===== config.mk =====
export PLATFORM = sky130hd
export DESIGN_NAME = usb_dev_state_tracker
export DESIGN_NICKNAME = d
export VERILOG_FILES = /design/src/rtl/usb_dst_pkg.sv /design/src/rtl/dst_state_fsm.sv /design/src/rtl/dst_sticky_flag.sv /design/src/rtl/dst_ep0_ctrl.sv /design/src/rtl/usb_dev_state_tracker.sv
export SDC_FILE = /design/constraint.sdc
export NUM_CORES = 1
export LEC_CHECK = 0
export BUFFER_PORTS_ARGS = -buffer_cell sky130_fd_sc_hd__buf_2
export CAP_MARGIN = 20
export CORE_MARGIN = 2
export CORE_UTILIZATION = 30
export CTS_CLUSTER_DIAMETER = 40
export CTS_CLUSTER_SIZE = 16
export DETAILED_ROUTE_END_ITERATION = 10
export GPL_TIMING_DRIVEN = 0
export SLEW_MARGIN = 20
export SYNTH_ARGS = -nofsm -noshare
export SYNTH_HDL_FRONTEND = slang
export SYNTH_HIERARCHICAL = 1
export SYNTH_SLANG_ARGS = --single-unit

===== constraint.sdc =====
create_clock -name clk -period 1.2 [get_ports clk]
set_input_delay 0.24 -clock clk [delete_from_list [all_inputs] [get_ports clk]]
set_output_delay 0.24 -clock clk [all_outputs]
set_load 0.005 [all_outputs]

===== src/rtl/usb_dst_pkg.sv =====
package usb_dst_pkg;
  localparam int STATE_W = 3;
  localparam int SEL_W   = 2;
  localparam int NFLAG   = 3;

  localparam logic [STATE_W-1:0] ST_POWERED    = 3'b000;
  localparam logic [STATE_W-1:0] ST_DEFAULT    = 3'b001;
  localparam logic [STATE_W-1:0] ST_ADDRESS    = 3'b010;
  localparam logic [STATE_W-1:0] ST_CONFIGURED = 3'b011;

  // flag index doubles as the write select code
  localparam int FLG_CHG   = 0;
  localparam int FLG_RESM  = 1;
  localparam int FLG_SETUP = 2;
endpackage


===== src/rtl/dst_state_fsm.sv =====
module dst_state_fsm
  import usb_dst_pkg::*;
#(
  parameter int CFG_W = 8
) (
  input  logic               clk,
  input  logic               rst_n,
  input  logic               ev_bus_reset_i,
  input  logic               ev_set_addr_i,
  input  logic               ev_set_cfg_i,
  input  logic [CFG_W-1:0]   cfg_value_i,
  input  logic               ev_suspend_i,
  input  logic               ev_resume_i,
  input  logic               en_reset_i,
  input  logic               en_addr_i,
  input  logic               en_cfg_i,
  input  logic               en_susp_i,
  output logic [STATE_W-1:0] state_o,
  output logic               chg_set_o,
  output logic               resm_set_o
);
  logic [STATE_W-1:0] state_q, state_d;
  logic               cfg_nonzero;
  logic               suspended;

  assign cfg_nonzero = |cfg_value_i;
  assign suspended   = state_q[STATE_W-1];

  always_comb begin
    state_d    = state_q;
    chg_set_o  = 1'b0;
    resm_set_o = 1'b0;
    if (ev_bus_reset_i) begin
      state_d   = ST_DEFAULT;
      chg_set_o = en_reset_i;
    end else if (suspended) begin
      if (ev_resume_i) begin
        state_d    = {1'b0, state_q[STATE_W-2:0]};
        resm_set_o = 1'b1;
      end
    end else if (ev_suspend_i) begin
      state_d   = {1'b1, state_q[STATE_W-2:0]};
      chg_set_o = en_susp_i;
    end else if (ev_set_addr_i && state_q == ST_DEFAULT) begin
      state_d   = ST_ADDRESS;
      chg_set_o = en_addr_i;
    end else if (ev_set_cfg_i && cfg_nonzero && state_q == ST_ADDRESS) begin
      state_d   = ST_CONFIGURED;
      chg_set_o = en_cfg_i;
    end else if (ev_set_cfg_i && !cfg_nonzero && state_q == ST_CONFIGURED) begin
      state_d   = ST_ADDRESS;
      chg_set_o = en_cfg_i;
    end
  end

  always_ff @(posedge clk or negedge rst_n) begin
    if (!rst_n) state_q <= ST_POWERED;
    else        state_q <= state_d;
  end

  assign state_o = state_q;

  assert_bus_reset_default_R2: assert property (@(posedge clk) disable iff (!rst_n)
    ev_bus_reset_i |=> state_q == ST_DEFAULT);

  assert_suspend_keeps_low_R5: assert property (@(posedge clk) disable iff (!rst_n)
    (!ev_bus_reset_i && !state_q[2] && ev_suspend_i)
      |=> state_q == {1'b1, $past(state_q[1:0])});

  assert_resume_restores_R6: assert property (@(posedge clk) disable iff (!rst_n)
    (!ev_bus_reset_i && state_q[2] && ev_resume_i)
      |=> state_q == {1'b0, $past(state_q[1:0])});

  assert_suspended_holds_R6: assert property (@(posedge clk) disable iff (!rst_n)
    (!ev_bus_reset_i && state_q[2] && !ev_resume_i) |=> $stable(state_q));

  assert_chg_has_cause_R7: assert property (@(posedge clk) disable iff (!rst_n)
    chg_set_o |-> ((ev_bus_reset_i && en_reset_i) || (ev_suspend_i && en_susp_i) ||
                   (ev_set_addr_i && en_addr_i) || (ev_set_cfg_i && en_cfg_i)));
endmodule


===== src/rtl/dst_sticky_flag.sv =====
module dst_sticky_flag (
  input  logic clk,
  input  logic rst_n,
  input  logic set_i,
  input  logic clr_i,
  output logic q_o
);
  always_ff @(posedge clk or negedge rst_n) begin
    if (!rst_n)     q_o <= 1'b0;
    else if (set_i) q_o <= 1'b1;
    else if (clr_i) q_o <= 1'b0;
  end

  assert_set_wins_R8: assert property (@(posedge clk) disable iff (!rst_n)
    set_i |=> q_o);

  assert_clear_works_R8: assert property (@(posedge clk) disable iff (!rst_n)
    (clr_i && !set_i) |=> !q_o);

  assert_rise_needs_set_R8: assert property (@(posedge clk) disable iff (!rst_n)
    $rose(q_o) |-> $past(set_i));
endmodule


===== src/rtl/dst_ep0_ctrl.sv =====
module dst_ep0_ctrl #(
  parameter int PID_W = 2
) (
  input  logic             clk,
  input  logic             rst_n,
  input  logic             lock_i,
  input  logic             wr_i,
  input  logic [PID_W-1:0] pid_wdata_i,
  input  logic             ccpl_wdata_i,
  output logic [PID_W-1:0] pid_o,
  output logic             ccpl_o
);
  logic accept;
  assign accept = wr_i && !lock_i;

  always_ff @(posedge clk or negedge rst_n) begin
    if (!rst_n) begin
      pid_o  <= '0;
      ccpl_o <= 1'b0;
    end else if (accept) begin
      pid_o  <= pid_wdata_i;
      ccpl_o <= ccpl_wdata_i;
    end
  end

  assert_locked_ignores_R10: assert property (@(posedge clk) disable iff (!rst_n)
    lock_i |=> ($stable(pid_o) && $stable(ccpl_o)));

  assert_unlocked_loads_R10: assert property (@(posedge clk) disable iff (!rst_n)
    (wr_i && !lock_i) |=> (pid_o == $past(pid_wdata_i) && ccpl_o == $past(ccpl_wdata_i)));
endmodule


===== src/rtl/usb_dev_state_tracker.sv =====
module usb_dev_state_tracker
  import usb_dst_pkg::*;
#(
  parameter int CFG_W = 8,
  parameter int PID_W = 2
) (
  input  logic             clk,
  input  logic             rst_n,
  input  logic             bus_reset_evt,
  input  logic             set_addr_evt,
  input  logic             set_cfg_evt,
  input  logic [CFG_W-1:0] cfg_value,
  input  logic             suspend_evt,
  input  logic             resume_evt,
  input  logic             setup_evt,
  input  logic             en_reset,
  input  logic             en_addr,
  input  logic             en_cfg,
  input  logic             en_susp,
  input  logic             reg_wr,
  input  logic [1:0]       reg_sel,
  input  logic             reg_wdata,
  input  logic             ep0_wr,
  input  logic [PID_W-1:0] ep0_pid_wdata,
  input  logic             ep0_ccpl_wdata,
  output logic [2:0]       dev_state,
  output logic             chg_flag,
  output logic             resume_flag,
  output logic             setup_flag,
  output logic [PID_W-1:0] ep0_pid,
  output logic             ep0_ccpl
);
  logic             chg_set, resm_set;
  logic [NFLAG-1:0] flag_set, flag_clr, flag_q;

  dst_state_fsm #(.CFG_W(CFG_W)) u_fsm (
    .clk            (clk),
    .rst_n          (rst_n),
    .ev_bus_reset_i (bus_reset_evt),
    .ev_set_addr_i  (set_addr_evt),
    .ev_set_cfg_i   (set_cfg_evt),
    .cfg_value_i    (cfg_value),
    .ev_suspend_i   (suspend_evt),
    .ev_resume_i    (resume_evt),
    .en_reset_i     (en_reset),
    .en_addr_i      (en_addr),
    .en_cfg_i       (en_cfg),
    .en_susp_i      (en_susp),
    .state_o        (dev_state),
    .chg_set_o      (chg_set),
    .resm_set_o     (resm_set)
  );

  always_comb begin
    flag_set            = '0;
    flag_set[FLG_CHG]   = chg_set;
    flag_set[FLG_RESM]  = resm_set;
    flag_set[FLG_SETUP] = setup_evt;
  end

  for (genvar g = 0; g < NFLAG; g++) begin : g_flag
    localparam logic [SEL_W-1:0] SEL_CODE = SEL_W'(g);
    assign flag_clr[g] = reg_wr && (reg_sel == SEL_CODE) && !reg_wdata;
    dst_sticky_flag u_flag (
      .clk   (clk),
      .rst_n (rst_n),
      .set_i (flag_set[g]),
      .clr_i (flag_clr[g]),
      .q_o   (flag_q[g])
    );
  end

  assign chg_flag    = flag_q[FLG_CHG];
  assign resume_flag = flag_q[FLG_RESM];
  assign setup_flag  = flag_q[FLG_SETUP];

  dst_ep0_ctrl #(.PID_W(PID_W)) u_ep0 (
    .clk          (clk),
    .rst_n        (rst_n),
    .lock_i       (setup_flag),
    .wr_i         (ep0_wr),
    .pid_wdata_i  (ep0_pid_wdata),
    .ccpl_wdata_i (ep0_ccpl_wdata),
    .pid_o        (ep0_pid),
    .ccpl_o       (ep0_ccpl)
  );

  assert_resume_sets_flag_R6: assert property (@(posedge clk) disable iff (!rst_n)
    (!bus_reset_evt && dev_state[2] && resume_evt) |=> resume_flag);

  assert_setup_sets_R9: assert property (@(posedge clk) disable iff (!rst_n)
    setup_evt |=> setup_flag);

  assert_unused_sel_inert_R8: assert property (@(posedge clk) disable iff (!rst_n)
    (reg_wr && reg_sel == 2'd3 && chg_flag && resume_flag && setup_flag)
      |=> (chg_flag && resume_flag && setup_flag));
endmodule


# --- Word-level counts from Yosys, hierarchy flattened ---
# Index checks and enable logic that the tools add are counted.
classes:
  eq_ne: 7
  muxes: 22
  reduce_logical: 22
op_table:
  columns: ["cell", "n"]
  rows:
  - ["2-to-1 mux 3 bit", 6]
  - ["2-to-1 mux 1 bit", 15]
  - ["logical AND 1 bit", 12]
  - ["OR reduction 8 bit", 1]
  - ["equality test 3 x 2 -> 1 bit, second input constant", 2]
  - ["nonzero test 2 bit", 3]
  - ["!= test 2 bit, second input constant", 2]
  - ["nonzero test 4 bit", 1]
  - ["equality test 3 x 1 -> 1 bit, second input constant", 1]
  - ["zero test 1 bit", 3]
  - ["AND reduction 3 bit", 1]
  - ["equality test 2 x 1 -> 1 bit, second input constant", 1]
  - ["equality test 2 bit, second input constant", 1]
  - ["zero test 2 bit", 1]
  - ["2-to-1 mux 2 bit", 1]
word_totals:
  ff_bits: 9
  input_bits: 28

# --- Logic depth before layout (Yosys ltp) ---
# Gate-level depths: netlist (run 1).
logic_depth:
  depth_word: 11
  mapped_depth: 5

# --- Modules after synthesis ---
# The synthesis (run 1) kept the hierarchy.
by_module_without_submodules:
  columns: ["module", "instances", "cells_per_inst", "area_per_inst_um2", "seq_area_each_um2"]
  rows:
  - ["dst_state_fsm", 1, 27, 249.0, 75.1]
  - ["dst_ep0_ctrl", 1, 7, 133.9, 75.1]
  - ["dst_sticky_flag", 3, 3, 36.3, 25.0]
  - ["usb_dev_state_tracker", 1, 3, 40.0, 0.0]

# --- Worst setup path before layout (run 1) ---
# Ideal clock, no wire load.
synth_path:
  path_kind: "input port to flip-flop"
  from: "input cfg_value[3]"
  to: "register g_flag[0].u_flag.q_o"
  arrival_time_ns: 1.118
  required_ns: 1.082
  slack_ns: -0.036
  stages: 5
  n_path_buf: 0
  path_cell_list: "nor4_4 -> a21o_1 -> a21oi_1 -> o31a_1 -> a21o_1"
synth_between:
  elab_chain_cells: 11
  word_cells_on_any_way: 14
  classes_between: "mux (7); reduce/logical (7)"
synth_lines:
  columns: ["element", "line_no", "source"]
  rows:
  - ["start, declared", "usb_dev_state_tracker.sv:12", "input logic [CFG_W-1:0] cfg_value,"]
  - ["OR reduction 8 bit (*)", "dst_state_fsm.sv:26", "assign cfg_nonzero = |cfg_value_i;"]
  - ["zero test 1 bit", "dst_state_fsm.sv:50", "end else if (ev_set_cfg_i && !cfg_nonzero && state_q == ST_CONFIGURED) begin"]
  - ["logical AND 1 bit (2 in series)", "dst_state_fsm.sv:50", null]
  - ["2-to-1 mux 1 bit", "dst_state_fsm.sv:50", null]
  - ["2-to-1 mux 1 bit (*)", "dst_state_fsm.sv:47", "end else if (ev_set_cfg_i && cfg_nonzero && state_q == ST_ADDRESS) begin"]
  - ["2-to-1 mux 1 bit (*)", "dst_state_fsm.sv:44", "end else if (ev_set_addr_i && state_q == ST_DEFAULT) begin"]
  - ["2-to-1 mux 1 bit (*)", "dst_state_fsm.sv:41", "end else if (ev_suspend_i) begin"]
  - ["2-to-1 mux 1 bit (*)", "dst_state_fsm.sv:36", "end else if (suspended) begin"]
  - ["2-to-1 mux 1 bit (*)", "dst_state_fsm.sv:33", "if (ev_bus_reset_i) begin"]
  - ["named net chg_set", "usb_dev_state_tracker.sv:33", "logic chg_set, resm_set;"]
  - ["2-to-1 mux 1 bit / nonzero test 2 bit (equally long branches)", null, null]
  - ["end signal, assigned", "dst_sticky_flag.sv:9", "if (!rst_n) q_o <= 1'b0;"]
  - ["end signal, assigned", "dst_sticky_flag.sv:10", "else if (set_i) q_o <= 1'b1;"]
  - ["end signal, assigned", "dst_sticky_flag.sv:11", "else if (clr_i) q_o <= 1'b0;"]
  - ["end, declared", "dst_sticky_flag.sv:6", "output logic q_o"]
# The timed path passes the listed nets; every way through them passes the cells marked *.
# A chain may end at the register's enable or synchronous reset.

# --- Worst setup path in the final report (run 1) ---
layout_path:
  from: "register u_fsm.state_q[2], in the netlist u_fsm/state_o[2]"
  to: "register g_flag[0].u_flag.q_o"
layout_between:
  elab_chain_cells: 9
  word_cells_on_any_way: 14
  classes_between: "eq/ne (3); mux (7); reduce/logical (4)"
layout_lines:
  columns: ["element", "line_no", "source"]
  rows:
  - ["start, declared", "dst_state_fsm.sv:22", "logic [STATE_W-1:0] state_q, state_d;"]
  - ["start signal, assigned", "dst_state_fsm.sv:58", "else state_q <= state_d;"]
  - ["equality test 3 x 2 -> 1 bit", "dst_state_fsm.sv:50", null]
  - ["logical AND 1 bit", "dst_state_fsm.sv:50", null]
  - ["2-to-1 mux 1 bit", "dst_state_fsm.sv:50", null]
  - ["2-to-1 mux 1 bit", "dst_state_fsm.sv:47", null]
  - ["2-to-1 mux 1 bit", "dst_state_fsm.sv:44", null]
  - ["2-to-1 mux 1 bit", "dst_state_fsm.sv:41", null]
  - ["2-to-1 mux 1 bit (*)", "dst_state_fsm.sv:36", null]
  - ["2-to-1 mux 1 bit (*)", "dst_state_fsm.sv:33", null]
  - ["named net chg_set", "usb_dev_state_tracker.sv:33", null]
  - ["2-to-1 mux 1 bit / nonzero test 2 bit (equally long branches)", null, null]
# Marked as above.

==> flow_summary.toml, run 1 <==
[hold_path]
hp-class = "input pin to flip-flop"
holdCritStartpoint = "setup_evt"
min_path_cells = 2
hold_path_end = "g_flag[2].u_flag/q_o"

[critical_path]
critPathTopFamily = "compound AO/OA/AOI/OAI gates"
cp.required_ns = 1.34
cp_slowest_cell = "dfrtp_1"
crit_chain = "nor2_1, a41o_1, o31a_1, a21o_1"
worst-path-buf-inv = 0
max_stage_delay_ns = 0.39
critPathLaunchType = "flip-flop"
crit_fanout = 5
rrSetupSlack_ns = -0.005
r2r_cells = 4
worstReg2RegEnd = "g_flag[0].u_flag/q_o"
r2r-start = "u_fsm/state_o[2]"
path_class = "flip-flop to flip-flop"
critPathCaptureType = "flip-flop"
worstPathArrival_ns = 1.34

[power_and_ir_drop]
power_switching_mw = 0.2179
pwr-share-comb_pct = 28.2
p_sw_share_pct = 25.68
p_int_mw = 0.6305
ir_drop_mv = 0.5226
power_density_nw_per_um2 = 1078
p_clk_share_pct = 26.3
seqPwrFrac_pct = 45.5
power_leakage_nw = 0.3781

[timing]
whs_ns = 0.1622
fmax_mhz = 830.1
period_needed_ns = 1.205
tightestPinTransition_ns = 0.3183
setup_viol = 1
relSlewSlack_pct = 78.70
skew_ns = 0.006769
finalMaxSlewViolations = 0
hold_viol_final = 0
final.setup.tns_ns = -0.004622
post-route-period-util_pct = 100.4
rsz0062_at_grt = "yes"
postLayoutSetupSlackWorst_ns = -0.004622

[floorplanning]
coreArea_um2 = 1689
ioPinCount = 37
die-area_um2 = 2125
die_w_um = 46.10
floorplan.initialDensity_pct = 31.48
dieHeight_um = 46.10
rows = 15

[finish]
area_growth_pct = 48.00
final_core_util_pct = 46.59
regArea_um2 = 225.2
multi_input_area_um2 = 297.8
n_antenna_cell = 0
fill_cells = 176
nNetsFinal = 118
layout.cells.non_filler = 106
final_layout_size_suffix_gt1_share_pct = 57.30

[placement]
dp_cells = 99
gp_congestion = 0.7265
dp_hpwl_um = 978.9
port_buffers = 36
dp_worst_setup_slack_ns = -0.2259

[routing]
drtAntennaViolNets = 0
dr.pass1.iters = 2
avgViaCountPerCell = 4.887
drc = 0
drt_wl_total_um = 1120
vias = 518
wl_per_cell_um = 10.57
drt_iter0_drc = 1

[flow_run]
drv_cap = 0

[global_route]
grt_overflow_total = 0
grt_pass1_wl_um = 1759
antenna_found_initial = 0
grt_usage_pct = 12.05
grt_pass1_vias = 440
grt_max_degree = 10

[synthesis]
synth_area_um2 = 531.8
yosysSeqAreaShare_pct = 42.35
synth_top_family_by_area = "simple AND/OR/NAND/NOR gates"
synth_simple_gate_area_share_pct = 29.65
synth_compound_area_share_pct = 17.41
yosys_warnings = 6
avgSynthCellArea_um2 = 11.56
synthAdderAreaFrac_pct = 0
synthXorXnorAreaFrac_pct = 0
synth_fp_nets = 74
yosysUniqueCellTypes = 24
syn-instance-count = 46
synth_mux_area_share_pct = 8.471
synth-seq-cells = 9

[clock_tree]
cts-root-buf = "clkbuf_4"
clk_pin_slew_worst_paths_ns = 0.06
cts-htree-levels = 1
cts_made_buffers = 3
cts_sinks = 9
cts_tree = "built"
clockBufferDepth = 2
clock_latency_ns = 0.25

[status]
violations = "setup timing"
status = "finished with violations"
[logic make-up after synthesis]
kind of cell | after synthesis
buffers and inverters | 3
multiplexers | 3
AO/OA/AOI/OAI | 13
AND/OR/NAND/NOR | 18
flip-flops | 9
[synth_stat cells]
master	count	area, µm²
dfrtp_1	9	225.2
a21o_1	4	30.03
nor2_1	4	15.01
inv_1	3	11.26
mux2_4	3	45.04
a21oi_1	2	10.01
and4bb_2	2	25.02
nand2_1	2	7.510
nor4_4	2	42.54
a21boi_1	1	7.510
a31oi_1	1	6.260
a41o_1	1	10.01
and2_1	1	6.260
nand3_1	1	5.000
nand3b_1	1	7.510
nand4_1	1	6.260
nor2b_1	1	6.260
nor2b_4	1	13.76
nor3b_1	1	7.510
nor4b_2	1	15.01
o21ai_0	1	5.000
o21bai_1	1	7.510
o31a_1	1	8.760
o31ai_1	1	7.510
[state kept, by name (all words and copies together), names as in the netlist]
register and count:
g_flag.u_flag/q_o 3, u_fsm/state_o 3, u_ep0/pid_o 2, u_ep0/ccpl_o 1
[power groups by stage]
stage / Combinational, mW / Clock [mW] / Sequential (mW)
floorplan: 0.0994 / 0 / 0.396
global placement: 0.226 / 0 / 0.394
detailed placement: 0.230 / 0 / 0.395
CTS: 0.243 / 0.236 / 0.388
global route: 0.265 / 0.259 / 0.395
finish: 0.239 / 0.223 / 0.386
[layer usage]
| layer | vias to the layer above | global-route usage, % | wire [µm] |
|---|---|---|---|
| met2 | 20 | 20.28 | 569 |
| met5 | - | 0 | 0 |
| met3 | 0 | 5.098 | 112 |
| li1 | 259 | - | - |
| met4 | 0 | 5.143 | 0 |
| met1 | 239 | 13.11 | 438 |
[worst max-delay path by stage]
stage | cells past startpoint | from | end
floorplan | 5 | cfg_value[0] | g_flag[0].u_flag/q_o
global placement | 6 | cfg_value[0] | g_flag[0].u_flag/q_o
detailed placement | 6 | cfg_value[0] | g_flag[0].u_flag/q_o
CTS | 5 | u_fsm/state_o[1] | g_flag[0].u_flag/q_o
global route | 4 | u_fsm/state_o[2] | u_fsm/state_o[0]
finish | 4 | u_fsm/state_o[2] | g_flag[0].u_flag/q_o
[layout by cell type (no fill, tap or decap)]
cell and count:
a21o_1 4, o31ai_1 1, a31oi_1 1, nor4b_2 1
and2_4 1, nand3b_1 1, o31a_1 1, clkbuf_4 3
nor3b_1 1, nor2_1 4, clkbuf_1 1, nand2_1 2
o21ai_0 1, o21bai_1 1, nand3_1 1, nand4_1 1
and4bb_2 2, a41o_1 1, buf_2 36, a21oi_1 2
buf_4 2, dlygate4sd3_1 1, inv_1 3, dfrtp_1 9
nor2b_4 1, a21boi_1 1, mux2_4 3, nor2b_1 1
nor4_4 2
[repair_timing]
item	CTS	global route
hold buffers	1	0
hold endpoints to repair	9	0
gates resized for setup	1	0
buffers inserted	2	0
pin swaps	3	1
endpoints found under the setup margin	1	3
[cell type report]
class / instances / share of cell area [%]
multi-input combinational: 34 / 37.84
sequential: 9 / 28.62
inverter: 3 / 1.431
clock buffer: 4 / 3.339
tap: 17 / 2.703
timing repair buffer: 39 / 26.07
[through the flow]
stage / instance area (µm²) / total power, mW
finish: 787.0 / 0.8483
global route: 787.0 / 0.9189
CTS: 787.0 / 0.8671
detailed placement: 733.2 / 0.6249
global placement: 733.2 / 0.6196
floorplan: 531.8 / 0.4958
(Power assumes the default switching activity.)
==> inputs of run 2 (changes only) <==
--- a/config.mk
+++ b/config.mk
@@ -7,7 +7,6 @@
 export LEC_CHECK = 0
 export BUFFER_PORTS_ARGS = -buffer_cell sky130_fd_sc_hd__buf_2
 export CAP_MARGIN = 20
-export CORE_MARGIN = 2
 export CORE_UTILIZATION = 30
 export CTS_CLUSTER_DIAMETER = 40
 export CTS_CLUSTER_SIZE = 16
==> run 2 against run 1 <==
Net effect: the run ends with DRC, setup timing left; die area is 8.5% lower; count of clock-buffer cells in the layout unchanged; core utilization up 4.3 points; sequential share of layout area down 0.54 points; combinational power up 3%; critical path depth increased by 1; critical endpoint unchanged.
==> flow_summary.toml, run 2 (synthesized netlist as in run 1, its figures left out) <==
[flow_run]
drv_cap = 0

[floorplanning]
die-area_um2 = 1945
dieHeight_um = 44.10
ioPinCount = 37
floorplan.initialDensity_pct = 33.73
coreArea_um2 = 1577
die_w_um = 44.10
rows = 14

[placement]
dp_worst_setup_slack_ns = -0.2000
dp_cells = 98
dpl-instance-area_um2 = 732.0
port_buffers = 36
gp_congestion = 0.7399
dp_hpwl_um = 931.6

[global_route]
antenna_found_initial = 0
grt_pass1_wl_um = 1918
grt_overflow_total = 0
grt_pass1_vias = 490
grt_max_degree = 10
grt_usage_pct = 13.20

[timing]
hold_viol_final = 0
rsz0062_at_grt = "yes"
finalMaxSlewViolations = 0
post-route-period-util_pct = 100.2
skew_ns = 0.004815
tightestPinTransition_ns = 0.2519
fmax_mhz = 831.7
relSlewSlack_pct = 83.08
setup_viol = 1
period_needed_ns = 1.202
postLayoutSetupSlackWorst_ns = -0.002298

[power_and_ir_drop]
ir_drop_mv = 0.7509
power_leakage_nw = 0.3805
pwr-share-comb_pct = 28.6
power_density_nw_per_um2 = 1078
p_clk_share_pct = 26.7
seqPwrFrac_pct = 44.8
p_int_mw = 0.6361
power_switching_mw = 0.2288
p_sw_share_pct = 26.45

[finish]
nNetsFinal = 118
n_antenna_cell = 0
mostFrequentLayoutCells = "35 x buf_2, 9 x dfrtp_1, 4 x a21o_1"
final_area_um2 = 802.0
area_growth_pct = 50.82
final_layout_size_suffix_gt1_share_pct = 59.55
layout.cells.non_filler = 105
final_common_cell = "buf_2"

[critical_path]
worstReg2RegEnd = "g_flag[0].u_flag/q_o"
max_stage_delay_ns = 0.41
rrSetupSlack_ns = -0.002
crit_chain = "and2_4, nand3b_1, a21oi_2, o31a_1, a21o_1"
path_class = "flip-flop to flip-flop"
cp-startpoint = "u_fsm/state_o[1]"
worstPathArrival_ns = 1.36
critPathCaptureType = "flip-flop"
critPathTopFamily = "compound AO/OA/AOI/OAI gates"
crit_fanout = 4
critPathLaunchType = "flip-flop"
r2r_cells = 5
worst-path-buf-inv = 0
r2r-start = "u_fsm/state_o[1]"
cp_slowest_cell = "dfrtp_1"
cp.required_ns = 1.35

[hold_path]
hp-class = "input pin to flip-flop"
hold_path_end = "g_flag[2].u_flag/q_o"
holdCritStartpoint = "setup_evt"
min_path_cells = 2

[clock_tree]
cts_tree = "built"
cts_sinks = 9
cts-htree-levels = 1
clockBufferDepth = 2
cts-root-buf = "clkbuf_4"
clk_pin_slew_worst_paths_ns = 0.06
clock_latency_ns = 0.26
cts_made_buffers = 3

[routing]
drt_wl_total_um = 1140
avgViaCountPerCell = 4.867
drtAntennaViolNets = 0
drc = 2
dr.pass1.iters = 6
drt_iter0_drc = 5
wl_per_cell_um = 10.86
vias = 511

[status]
violations = "DRC, setup timing"
status = "finished with violations"
-- run 2: timing repair --
item | CTS | global route
hold endpoints to repair | 9 | 0
setup endpoints to repair | 1 | 4
resized for setup | 1 | 4
hold buffers | 1 | 0
setup buffers | 2 | 0
pin swaps | 1 | 4
-- run 2: stage by stage --
step | util, % | setup TNS [ns] | power, mW | hold slack (ns)
floorplan | - | 0 | 0.4958 | -0.05559
global placement | 46.43 | -0.1921 | 0.6180 | 0.1019
detailed placement | 46.43 | -0.2000 | 0.6240 | 0.1032
CTS | 49.84 | 0 | 0.8779 | 0.1488
global route | 50.87 | -0.06602 | 0.9252 | 0.1550
finish | 50.87 | -0.002298 | 0.8649 | 0.1604
-- run 2: layer usage --
layer	track usage [%]	part of all wire [%]
met1	15.94	42
met2	20.88	49
met3	2.857	8.1
met4	9.091	1.2
met5	0	0
-- run 2: power groups by stage --
stage          Clock [mW]  Combinational [mW]  Sequential [mW]
6_report            0.231               0.247            0.387
5_1_grt             0.258               0.272            0.395
4_1_cts             0.247               0.245            0.386
3_5_place_dp            0               0.232            0.393
3_3_place_gp            0               0.226            0.392
2_1_floorplan           0              0.0994            0.396
-- run 2: layout make-up --
| cell class | count | area (µm²) |
|---|---|---|
| multi-input combinational | 34 | 304.0 |
| inverter | 3 | 11.26 |
| tap | 16 | 20.02 |
| timing repair buffer | 39 | 215.2 |
| sequential | 9 | 225.2 |
| fill | 164 | 774.5 |
| clock buffer | 4 | 26.28 |
-- run 2: how the worst max path moves through the flow --
stage / to / slack [ns] / cells past startpoint
floorplan: g_flag[0].u_flag/q_o / 0.001 / 5
global placement: g_flag[0].u_flag/q_o / -0.19 / 6
detailed placement: g_flag[0].u_flag/q_o / -0.20 / 6
CTS: g_flag[0].u_flag/q_o / 0.003 / 4
global route: g_flag[0].u_flag/q_o / -0.05 / 5
finish: g_flag[0].u_flag/q_o / -0.002 / 5
==> inputs of run 3 (changes only) <==
--- a/config.mk
+++ b/config.mk
@@ -7,13 +7,14 @@
 export LEC_CHECK = 0
 export BUFFER_PORTS_ARGS = -buffer_cell sky130_fd_sc_hd__buf_2
 export CAP_MARGIN = 20
-export CORE_UTILIZATION = 30
+export CORE_AREA = 2 2 39 41
 export CTS_CLUSTER_DIAMETER = 40
 export CTS_CLUSTER_SIZE = 16
 export DETAILED_ROUTE_END_ITERATION = 10
+export DIE_AREA = 0 0 41 43
 export GPL_TIMING_DRIVEN = 0
+export PLACE_DENSITY = 0.72
 export SLEW_MARGIN = 20
 export SYNTH_ARGS = -nofsm -noshare
 export SYNTH_HDL_FRONTEND = slang
-export SYNTH_HIERARCHICAL = 1
 export SYNTH_SLANG_ARGS = --single-unit
==> constraint.sdc (replaced) <==
create_clock -name clk -period 1.5 [get_ports clk]
set_input_delay 0.3 -clock clk [delete_from_list [all_inputs] [get_ports clk]]
set_output_delay 0.3 -clock clk [all_outputs]
set_load 0.005 [all_outputs]
==> run 3 against run 2 <==
Net effect: the flow now finishes without violations; register-to-register slack gained 0.06 ns; critical path depth shrank 1; global-route usage grew 3.2 points.
==> flow_summary.toml, run 3 <==
[global_route]
grt_pass1_wl_um = 2007
grt_overflow_total = 0
antenna_found_initial = 0
grt_usage_pct = 16.38
grt_pass1_vias = 529
grt_max_degree = 10

[synthesis]
synth_common_cells = "9 x dfrtp_1, 5 x nand2_1"
syn-instance-count = 44
synth_simple_gate_area_share_pct = 25.75
synthAdderAreaFrac_pct = 0
synth-seq-cells = 9
yosysSeqAreaShare_pct = 48.78
yosys_warnings = 0
post-synth-top-count-cell = "dfrtp_1"
synth_edf_count = 0
yosys.area.top_type = "dfrtp_1"
yosysUniqueCellTypes = 21
synthArstFlopShare_pct = 100.0
yosys-top-cells-area = "dfrtp_1 49%, mux2_2 7.3%, nand2_1 4.1%"
ys.flop_type = "dfrtp_1"
synth_mux_area_share_pct = 9.485
synth_area_um2 = 461.7
synth_top_cell_area_share_pct = 48.78
synth_compound_area_share_pct = 14.09
synth_top_family_by_area = "simple AND/OR/NAND/NOR gates"
synth_fp_nets = 72
avgSynthCellArea_um2 = 10.49
synthXorXnorAreaFrac_pct = 1.897

[finish]
final_layout_size_suffix_gt1_share_pct = 55.06
mostFrequentLayoutCells = "36 x buf_2, 8 x dfrtp_1, 5 x nand2_1, 4 x buf_4"
final_common_cell = "buf_2"
area_growth_pct = 57.99
layout.cells.non_filler = 105
n_antenna_cell = 0
nNetsFinal = 118

[power_and_ir_drop]
p_clk_share_pct = 28.3
power_leakage_nw = 0.3490
power_density_nw_per_um2 = 910.5
ir_drop_mv = 0.4815
power_switching_mw = 0.1750
p_sw_share_pct = 26.35
seqPwrFrac_pct = 45.5
p_int_mw = 0.4892
pwr-share-comb_pct = 26.3

[floorplanning]
floorplan.initialDensity_pct = 33.36
rows = 14
die_w_um = 41
ioPinCount = 37
coreArea_um2 = 1384
dieHeight_um = 43
die-area_um2 = 1763

[placement]
dp_worst_setup_slack_ns = -0.03627
dp_cells = 96
dp_hpwl_um = 923.1
gp_congestion = 0.7188
port_buffers = 36

[hold_path]
holdCritStartpoint = "setup_evt"
hp-class = "input pin to flip-flop"
hold_path_end = "g_flag[2].u_flag.q_o"
min_path_cells = 2

[routing]
drt_iter0_drc = 12
dr.pass1.iters = 4
drt_wl_total_um = 1196
avgViaCountPerCell = 4.838
drc = 0
drtAntennaViolNets = 0
vias = 508
wl_per_cell_um = 11.39

[clock_tree]
clockBufferDepth = 2
cts_sinks = 9
cts_tree = "built"
cts_made_buffers = 3
clock_latency_ns = 0.26
cts-root-buf = "clkbuf_4"
cts-htree-levels = 1
clk_pin_slew_worst_paths_ns = 0.06

[flow_run]
drv_cap = 0

[critical_path]
cp_slowest_cell = "dfrtp_2"
rrSetupSlack_ns = 0.06
crit_fanout = 5
r2r-start = "u_fsm.state_o[2]"
max_stage_delay_ns = 0.43
worstPathArrival_ns = 1.62
crit_chain = "and4bb_2, mux2i_1, or3b_1, o211ai_2"
critPathCaptureType = "flip-flop"
cp.required_ns = 1.68
r2r_cells = 4
critPathLaunchType = "flip-flop"
worstReg2RegEnd = "g_flag[0].u_flag.q_o"
path_class = "flip-flop to flip-flop"

[timing]
hold_viol_final = 0
final.setup.tns_ns = 0
tightestPinTransition_ns = 0.2501
post-route-period-util_pct = 96.02
rsz0062_at_grt = "yes"
postLayoutSetupSlackWorst_ns = 0.05968
whs_ns = 0.2181
relSlewSlack_pct = 83.17
period_needed_ns = 1.440
skew_ns = 0.0004614
fmax_mhz = 694.3
finalMaxSlewViolations = 0
setup_viol = 0

[status]
status = "finished, final reports clean"
run 3: changes by cell type after synthesis, moves of 2 or more:
cell      delta
a21o_1       -3
inv_1        -3
mux2_2       +3
mux2_4       -3
nand2_1      +3
nand2b_1     +3
nor3_1       +3
nor4_1       +2
nor4_4       -2
run 3: cell families after synthesis:
group | Yosys count
compound gates | 9
xor+xnor | 1
flops | 9
mux | 4
simple gates | 21
run 3: final cells by class:
type                       count  area [µm²]
multi-input combinational     35       236.5
clock buffer                   4       26.28
timing repair buffer          41       220.2
tap                           16       20.02
fill                         129       654.4
sequential                     9       226.5
run 3: worst max path at each step:
| stage | to | cells after the start | slack, ns | start |
|---|---|---|---|---|
| 6_report | g_flag[0].u_flag.q_o | 4 | 0.06 | u_fsm.state_o[2] |
| 5_1_grt | g_flag[0].u_flag.q_o | 4 | -0.02 | u_fsm.state_o[2] |
| 4_1_cts | g_flag[0].u_flag.q_o | 4 | 0.02 | u_fsm.state_o[2] |
| 3_5_place_dp | g_flag[0].u_flag.q_o | 4 | -0.04 | u_fsm.state_o[2] |
| 3_3_place_gp | g_flag[0].u_flag.q_o | 4 | -0.02 | u_fsm.state_o[2] |
| 2_1_floorplan | g_flag[0].u_flag.q_o | 4 | 0.05 | u_fsm.state_o[2] |
run 3: through the flow:
step	total power, mW	utilization [%]	area (µm²)
4_1_cts	0.6616	52.17	721.9
3_3_place_gp	0.4597	47.83	661.9
3_5_place_dp	0.4648	47.83	661.9
5_1_grt	0.7097	52.71	729.5
6_report	0.6642	52.71	729.5
2_1_floorplan	0.3741	-	461.7
run 3: metal layers:
metal	vias to the layer above	wire, µm	global-route usage [%]
met5	-	0	0
met4	0	15	6.000
met3	2	78	1.571
met2	18	608	28.13
met1	233	493	19.80
li1	255	-	-
run 3: worst max-delay path: cells and delay by family, from the launching register on:
family / cells / cell delay [ns]
DFF: 1 / 0.43
AOI/OAI and AO/OA: 1 / 0.14
muxes: 1 / 0.08
and+or+nand+nor: 2 / 0.71
run 3: timing repair:
| item | CTS | global route |
|---|---|---|
| hold buffers | 1 | 0 |
| setup endpoints to repair | 1 | 1 |
| resized for setup | 1 | 0 |
| pin swaps | 1 | 3 |
| buffers inserted | 3 | 1 |
| endpoints found under the hold margin | 9 | 0 |
run 3: power groups by stage:
stage	clock, mW	sequential, mW	combinational (mW)
3_3_place_gp	0	0.306	0.154
5_1_grt	0.206	0.307	0.196
6_report	0.188	0.302	0.174
4_1_cts	0.186	0.302	0.173
3_5_place_dp	0	0.307	0.158
2_1_floorplan	0	0.312	0.0625
